$ cat src/rtl/msar_pkg.sv
// Shared types for the multiplying SAR controller.
package msar_pkg;
    // Phases of one conversion; IDLE lies outside any conversion.
    typedef enum logic [2:0] {
        PH_IDLE   = 3'd0,
        PH_SAMPLE = 3'd1,
        PH_TRIAL  = 3'd2,
        PH_LATCH  = 3'd3,
        PH_GAP    = 3'd4
    } msar_phase_e;
endpackage

$ cat src/rtl/msar_cfg.sv
// Configuration holder: a serial shadow register and the working copy
// (coefficient mask plus sign flags). Assumes load_window is high only
// between conversions; a strobe outside the window is held pending.
module msar_cfg #(
    parameter int NBITS = 8,
    parameter int NSIGN = 2
) (
    input  logic             clk,
    input  logic             rst_n,
    input  logic             sdi,
    input  logic             shift_en,
    input  logic             load_req,
    input  logic             load_window,
    output logic [NBITS-1:0] mask_q,
    output logic [NSIGN-1:0] sign_q
);
    localparam int W = NBITS + NSIGN;

    logic [W-1:0] shadow_q;
    logic         pend_q;

    // Shift the serial stream into the shadow, first bit ends at the top.
    always_ff @(posedge clk) begin
        if (!rst_n) begin
            shadow_q <= '0;
        end else if (shift_en) begin
            shadow_q <= {shadow_q[W-2:0], sdi};
        end
    end

    // Transfer shadow to working copy inside the window, else remember the strobe.
    always_ff @(posedge clk) begin
        if (!rst_n) begin
            pend_q <= 1'b0;
            mask_q <= '0;
            sign_q <= '0;
        end else if (load_window && (pend_q || load_req)) begin
            pend_q <= 1'b0;
            mask_q <= shadow_q[NBITS-1:0];
            sign_q <= shadow_q[W-1:NBITS];
        end else if (load_req) begin
            pend_q <= 1'b1;
        end
    end
endmodule

$ cat src/rtl/msar_seq.sv
// Conversion sequencer: one sample clock, NBITS trials counting the bit
// index down, one latch clock and one gap clock. Assumes run is synchronous.
module msar_seq
    import msar_pkg::*;
#(
    parameter int NBITS = 8,
    localparam int IDXW = (NBITS > 1) ? $clog2(NBITS) : 1
) (
    input  logic            clk,
    input  logic            rst_n,
    input  logic            run,
    output msar_phase_e     phase,
    output logic [IDXW-1:0] bit_idx
);
    localparam logic [IDXW-1:0] TOP_IDX = IDXW'(NBITS - 1);

    // Advance the phase and bit index once per clock.
    always_ff @(posedge clk) begin
        if (!rst_n) begin
            phase   <= PH_IDLE;
            bit_idx <= '0;
        end else begin
            unique case (phase)
                PH_IDLE:   if (run) phase <= PH_SAMPLE;
                PH_SAMPLE: begin
                    phase   <= PH_TRIAL;
                    bit_idx <= TOP_IDX;
                end
                PH_TRIAL: begin
                    if (bit_idx == '0) phase <= PH_LATCH;
                    else               bit_idx <= bit_idx - 1'b1;
                end
                PH_LATCH:  phase <= PH_GAP;
                PH_GAP:    phase <= run ? PH_SAMPLE : PH_IDLE;
                default:   phase <= PH_IDLE;
            endcase
        end
    end
endmodule

$ cat src/rtl/msar_trial.sv
// Array drive and result path. In the sampling clock every capacitor is
// driven, gated by the coefficient (or forced open in raw mode); in the
// trials the decided bits plus the bit under test drive the array.
// Assumes cmp_in is valid at the end of each trial clock.
module msar_trial
    import msar_pkg::*;
#(
    parameter int NBITS = 8,
    parameter int NSIGN = 2,
    localparam int IDXW = (NBITS > 1) ? $clog2(NBITS) : 1
) (
    input  logic             clk,
    input  logic             rst_n,
    input  msar_phase_e      phase,
    input  logic [IDXW-1:0]  bit_idx,
    input  logic             cmp_in,
    input  logic             raw_mode,
    input  logic [NBITS-1:0] mask,
    input  logic [NSIGN-1:0] sign,
    output logic [NBITS-1:0] cap_en,
    output logic [NBITS-1:0] result,
    output logic [NSIGN-1:0] res_sign,
    output logic             done
);
    logic [NBITS-1:0] decided_q;
    logic [NBITS-1:0] drive;
    logic [NBITS-1:0] gate;

    // Clear decisions at sampling, record the comparator in each trial.
    always_ff @(posedge clk) begin
        if (!rst_n) begin
            decided_q <= '0;
        end else if (phase == PH_SAMPLE) begin
            decided_q <= '0;
        end else if (phase == PH_TRIAL) begin
            decided_q[bit_idx] <= cmp_in;
        end
    end

    // Output register: capture code and signs, pulse done once.
    always_ff @(posedge clk) begin
        if (!rst_n) begin
            result   <= '0;
            res_sign <= '0;
            done     <= 1'b0;
        end else if (phase == PH_LATCH) begin
            result   <= decided_q;
            res_sign <= sign;
            done     <= 1'b1;
        end else begin
            done     <= 1'b0;
        end
    end

    // Compose the drive bits and the sampling gate for the array.
    always_comb begin
        gate  = raw_mode ? {NBITS{1'b1}} : mask;
        drive = '0;
        unique case (phase)
            PH_SAMPLE: drive = {NBITS{1'b1}};
            PH_TRIAL:  drive = decided_q | (NBITS'(1) << bit_idx);
            default:   drive = '0;
        endcase
        cap_en = (phase == PH_SAMPLE) ? (drive & gate) : drive;
    end
endmodule

$ cat src/rtl/msar_ctrl.sv
// Top of the multiplying SAR controller: ties configuration, sequencer and
// trial/result path together. Assumes all inputs are synchronous to clk.
module msar_ctrl
    import msar_pkg::*;
#(
    parameter int NBITS = 8,
    parameter int NSIGN = 2
) (
    input  logic             clk,
    input  logic             rst_n,
    input  logic             run,
    input  logic             raw_mode,
    input  logic             cfg_sdi,
    input  logic             cfg_shift_en,
    input  logic             cfg_load,
    input  logic             cmp_in,
    output logic [NBITS-1:0] cap_en,
    output logic             sample_ph,
    output logic             busy,
    output logic             done,
    output logic [NBITS-1:0] result,
    output logic [NSIGN-1:0] res_sign
);
    localparam int IDXW = (NBITS > 1) ? $clog2(NBITS) : 1;

    msar_phase_e      phase;
    logic [IDXW-1:0]  bit_idx;
    logic [NBITS-1:0] mask_act;
    logic [NSIGN-1:0] sign_act;
    logic             load_window;

    // Configuration may change only outside a conversion or in its gap clock.
    assign load_window = (phase == PH_IDLE) || (phase == PH_GAP);
    assign sample_ph   = (phase == PH_SAMPLE);
    assign busy        = (phase != PH_IDLE);

    msar_cfg #(.NBITS(NBITS), .NSIGN(NSIGN)) u_cfg (
        .clk(clk), .rst_n(rst_n), .sdi(cfg_sdi), .shift_en(cfg_shift_en),
        .load_req(cfg_load), .load_window(load_window),
        .mask_q(mask_act), .sign_q(sign_act)
    );

    msar_seq #(.NBITS(NBITS)) u_seq (
        .clk(clk), .rst_n(rst_n), .run(run), .phase(phase), .bit_idx(bit_idx)
    );

    msar_trial #(.NBITS(NBITS), .NSIGN(NSIGN)) u_trial (
        .clk(clk), .rst_n(rst_n), .phase(phase), .bit_idx(bit_idx),
        .cmp_in(cmp_in), .raw_mode(raw_mode), .mask(mask_act), .sign(sign_act),
        .cap_en(cap_en), .result(result), .res_sign(res_sign), .done(done)
    );
endmodule

$ cat config.mk
export PLATFORM = sky130hd
export DESIGN_NAME = msar_ctrl
export DESIGN_NICKNAME = d
export VERILOG_FILES = /design/src/rtl/msar_pkg.sv /design/src/rtl/msar_cfg.sv /design/src/rtl/msar_seq.sv /design/src/rtl/msar_trial.sv /design/src/rtl/msar_ctrl.sv
export SDC_FILE = /design/constraint.sdc
export NUM_CORES = 1
export LEC_CHECK = 0
export BUFFER_PORTS_ARGS = -buffer_cell sky130_fd_sc_hd__buf_2
export CAP_MARGIN = 10
export CORE_MARGIN = 2
export CORE_UTILIZATION = 40
export CTS_BUF_LIST = sky130_fd_sc_hd__clkbuf_4 sky130_fd_sc_hd__clkbuf_8
export DETAILED_ROUTE_END_ITERATION = 8
export SYNTH_ARGS = -nofsm -noshare
export SYNTH_HDL_FRONTEND = slang
export SYNTH_SLANG_ARGS = --single-unit
$ cat constraint.sdc
create_clock -name clk -period 3.3 [get_ports clk]
set_input_delay 0.33 -clock clk [delete_from_list [all_inputs] [get_ports clk]]
set_output_delay 0.33 -clock clk [all_outputs]
set_load 0.005 [all_outputs]
==> results.py <==
metrics = {
    "status": {
        "status": "finished clean",
    },
    "floorplan": {
        "die_h_um": 75.3,
        "floorplan.initialDensity_pct": 42.2,
        "core_um2": 4820,
        "die_w_um": 75.3,
        "num_io_pins": 29,
        "num_rows": 25,
        "die_area_um2": 5660,
    },
    "clocking": {
        "htreeDepth": 2,
        "postCtsHoldBufs": 0,
        "cts_made_buffers": 5,
        "cts.sinks": 46,
        "cts_tree": "built",
        "cts_resized": 0,
        "clk_pin_slew_ns": 0.08,
        "insertion_delay_ns": 0.29,
        "postCtsSetupBuffers": 0,
        "max-clock-path-buffers": 2,
        "clockRootBuffer": "clkbuf_8",
    },
    "global_route": {
        "antenna_found_initial": 0,
        "grt_pass1_wl_mm": 7.36,
        "grt_pass1_vias": 1521,
        "grt_max_degree": 21,
        "grt_usage_pct": 17.2,
        "grt_overflow": 0,
    },
    "sta": {
        "tightestPinTransition_ns": 0.770,
        "relSlewSlack_pct": 48.5,
        "fin_worst_skew_ns": 0.00784,
        "finalMaxSlewViolations": 0,
        "fmax_ghz": 0.429,
        "finalSetupTns_ns": 0,
        "fin_ws_ns": 0.970,
        "finalSetupViolations": 0,
        "hold_ws_ns": 0.271,
        "fin_crit_sh_pct": 70.6,
        "rsz0062_at_grt": "no",
        "finalHoldViolations": 0,
        "min_period_ns": 2.33,
    },
    "cells_and_area": {
        "final_cell_mix": "46 x dfxtp_1, 29 x mux2i_1, 28 x buf_2",
        "drive_gt1_share_pct": 17.4,
        "regArea_um2": 921,
        "post-route-cell-area_um2": 2250,
        "multiInputGateArea_um2": 993,
        "mostFrequentLayoutCell": "dfxtp_1",
        "fillers": 495,
        "area_growth_pct": 10.8,
        "num-nets-final": 255,
        "antenna_cells": 0,
    },
    "drt": {
        "drc": 0,
        "dr.pass1.iters": 4,
        "ant_nets": 0,
        "finalWirelength_mm": 4.33,
        "vias": 1579,
        "viasPerCell": 5.13,
        "first_iter_violations": 112,
        "avgRoutedWirePerCell_um": 14.0,
    },
    "worst_setup_path": {
        "r2r.worst_path.cells": 4,
        "setup.worst_path.start_class": "flip-flop",
        "worstSetupEndpointType": "primary output",
        "cp_max_fo": 12,
        "cp.required_ns": 2.97,
        "crit_type": "reg -> out",
        "cp_data_arrival_time_ns": 2.00,
    },
    "synthesis": {
        "synthesis.area_um2": 2030,
        "ys_seq_area_share_pct": 45.3,
        "netlist_top_cells_area": "dfxtp_1 45%, mux2i_1 14%, o21ai_0 6.4%",
        "synth-seq-cells": 46,
        "yosys.area.top_type_share_pct": 45.3,
        "ys_warn_count": 0,
        "synth_area_leader_cell": "dfxtp_1",
        "synthCells": 223,
        "avgSynthCellArea_um2": 9.11,
        "syn-num-nets": 236,
        "yosysUniqueCellTypes": 32,
    },
    "placed_design": {
        "dpl.hpwl_mm": 3.01,
        "postPlaceCellArea_um2": 2170,
        "post-place-ws_ns": 1.31,
        "port_buffers": 28,
        "place_congestion": 0.856,
    },
    "pwr": {
        "p_total_mw": 1.14,
        "p_leak_nw": 1.01,
        "power.internal_mw": 0.805,
        "p_comb_share_pct": 17.1,
        "swShare_pct": 29.0,
        "power_frac_seq_pct": 53.2,
        "clockPowerShare_pct": 29.7,
        "powerDensity_nw_per_um2": 504,
        "net-switching-power_mw": 0.330,
        "peakVddDrop_mv": 0.278,
    },
    "worst_hold_path": {
        "holdPathStages": 3,
        "hold_class": "in -> reg",
    },
    "flow_run": {
        "timing.max_cap.violations": 0,
    },
}
==> critical path, stage by stage (launching register included) <==
cell and delay (ns):
dfxtp_1 0.51, or3b_1 0.55, inv_2 0.24, o21ai_0 0.12, o21ai_0 0.12, buf_2 0.17
==> final cells by class <==
class / instances / share of cell area, %
well taps: 67 / 3.72
flip-flops and latches: 46 / 40.9
clock buffers: 6 / 3.67
inverters: 6 / 1.00
repair buffers: 29 / 6.56
multi-input cells: 154 / 44.1
==> worst paths after layout <==
path                           startpoint                        endpoint  slack, ns
max           u_seq.phase[0]$_SDFFE_PN0P_                       cap_en[7]       0.97
min                               cfg_sdi  u_cfg.shadow_q[0]$_SDFFE_PN0P_       0.27
max reg2reg   u_seq.phase[0]$_SDFFE_PN0P_   u_seq.bit_idx[0]$_SDFFE_PN0P_       1.63
min reg2reg  u_cfg.mask_q[7]$_SDFFE_PN0P_    u_cfg.mask_q[7]$_SDFFE_PN0P_       0.48
==> state kept, by name, summed over array words and instances (netlist names) <==
register and flops:
u_cfg.mask_q 8, u_trial.decided_q 8, u_seq.bit_idx 3, u_cfg.pend_q 1, u_cfg.sign_q 2, u_trial.done 1, u_trial.result 8, u_cfg.shadow_q 10
u_trial.res_sign 2, u_seq.phase 3
==> logic make-up after synthesis <==
kind of cell / Yosys count / synth area share, %
xor+xnor: 1 / 0.431
compound gates: 48 / 12.8
fa+ha+maj: 5 / 3.08
flops: 46 / 45.3
buf+inv: 23 / 5.73
simple gates: 71 / 18.4
mux: 29 / 14.3
==> per-layer routing <==
metal	GRT usage [%]	part of all wire (%)
met1	25.3	53
met2	24.4	41
met3	4.69	5.0
met4	5.46	1.1
met5	0	0
==> Yosys cell counts <==
cell and n:
mux2i_1 29, o311a_1 1, nor3_1 2, nor3b_2 1
nor4_1 1, dfxtp_1 46, nor2b_1 3, a211oi_2 1
buf_1 1, inv_2 1, buf_6 3, buf_2 3
a21oi_1 18, nand3b_1 1, nor4b_4 1, or3b_1 2
nand2_1 5, nor4b_2 1, inv_1 4, nand3_1 24
ha_1 5, nand2b_1 1, a211oi_1 1, clkinv_1 1
xnor2_1 1, buf_4 1, o31a_1 1, o21ai_0 26
or2_2 2, clkbuf_1 9, nand4_1 1, nor2_1 26
==> power by group through the flow <==
stage	Clock (mW)	Combinational, mW	Sequential, mW
after global placement	0	0.191	0.616
final	0.337	0.194	0.604
after CTS	0.346	0.194	0.603
after floorplan	0	0.172	0.594
after global routing	0.375	0.218	0.609
after detailed placement	0	0.193	0.617
==> metrics by stage <==
step	cells	util (%)
6_report	308	46.7
5_1_grt	308	46.7
4_1_cts	308	46.7
3_5_place_dp	302	45.0
3_3_place_gp	302	45.0
2_1_floorplan	223	-
No activity file was read; power rests on OpenSTA's default activity.
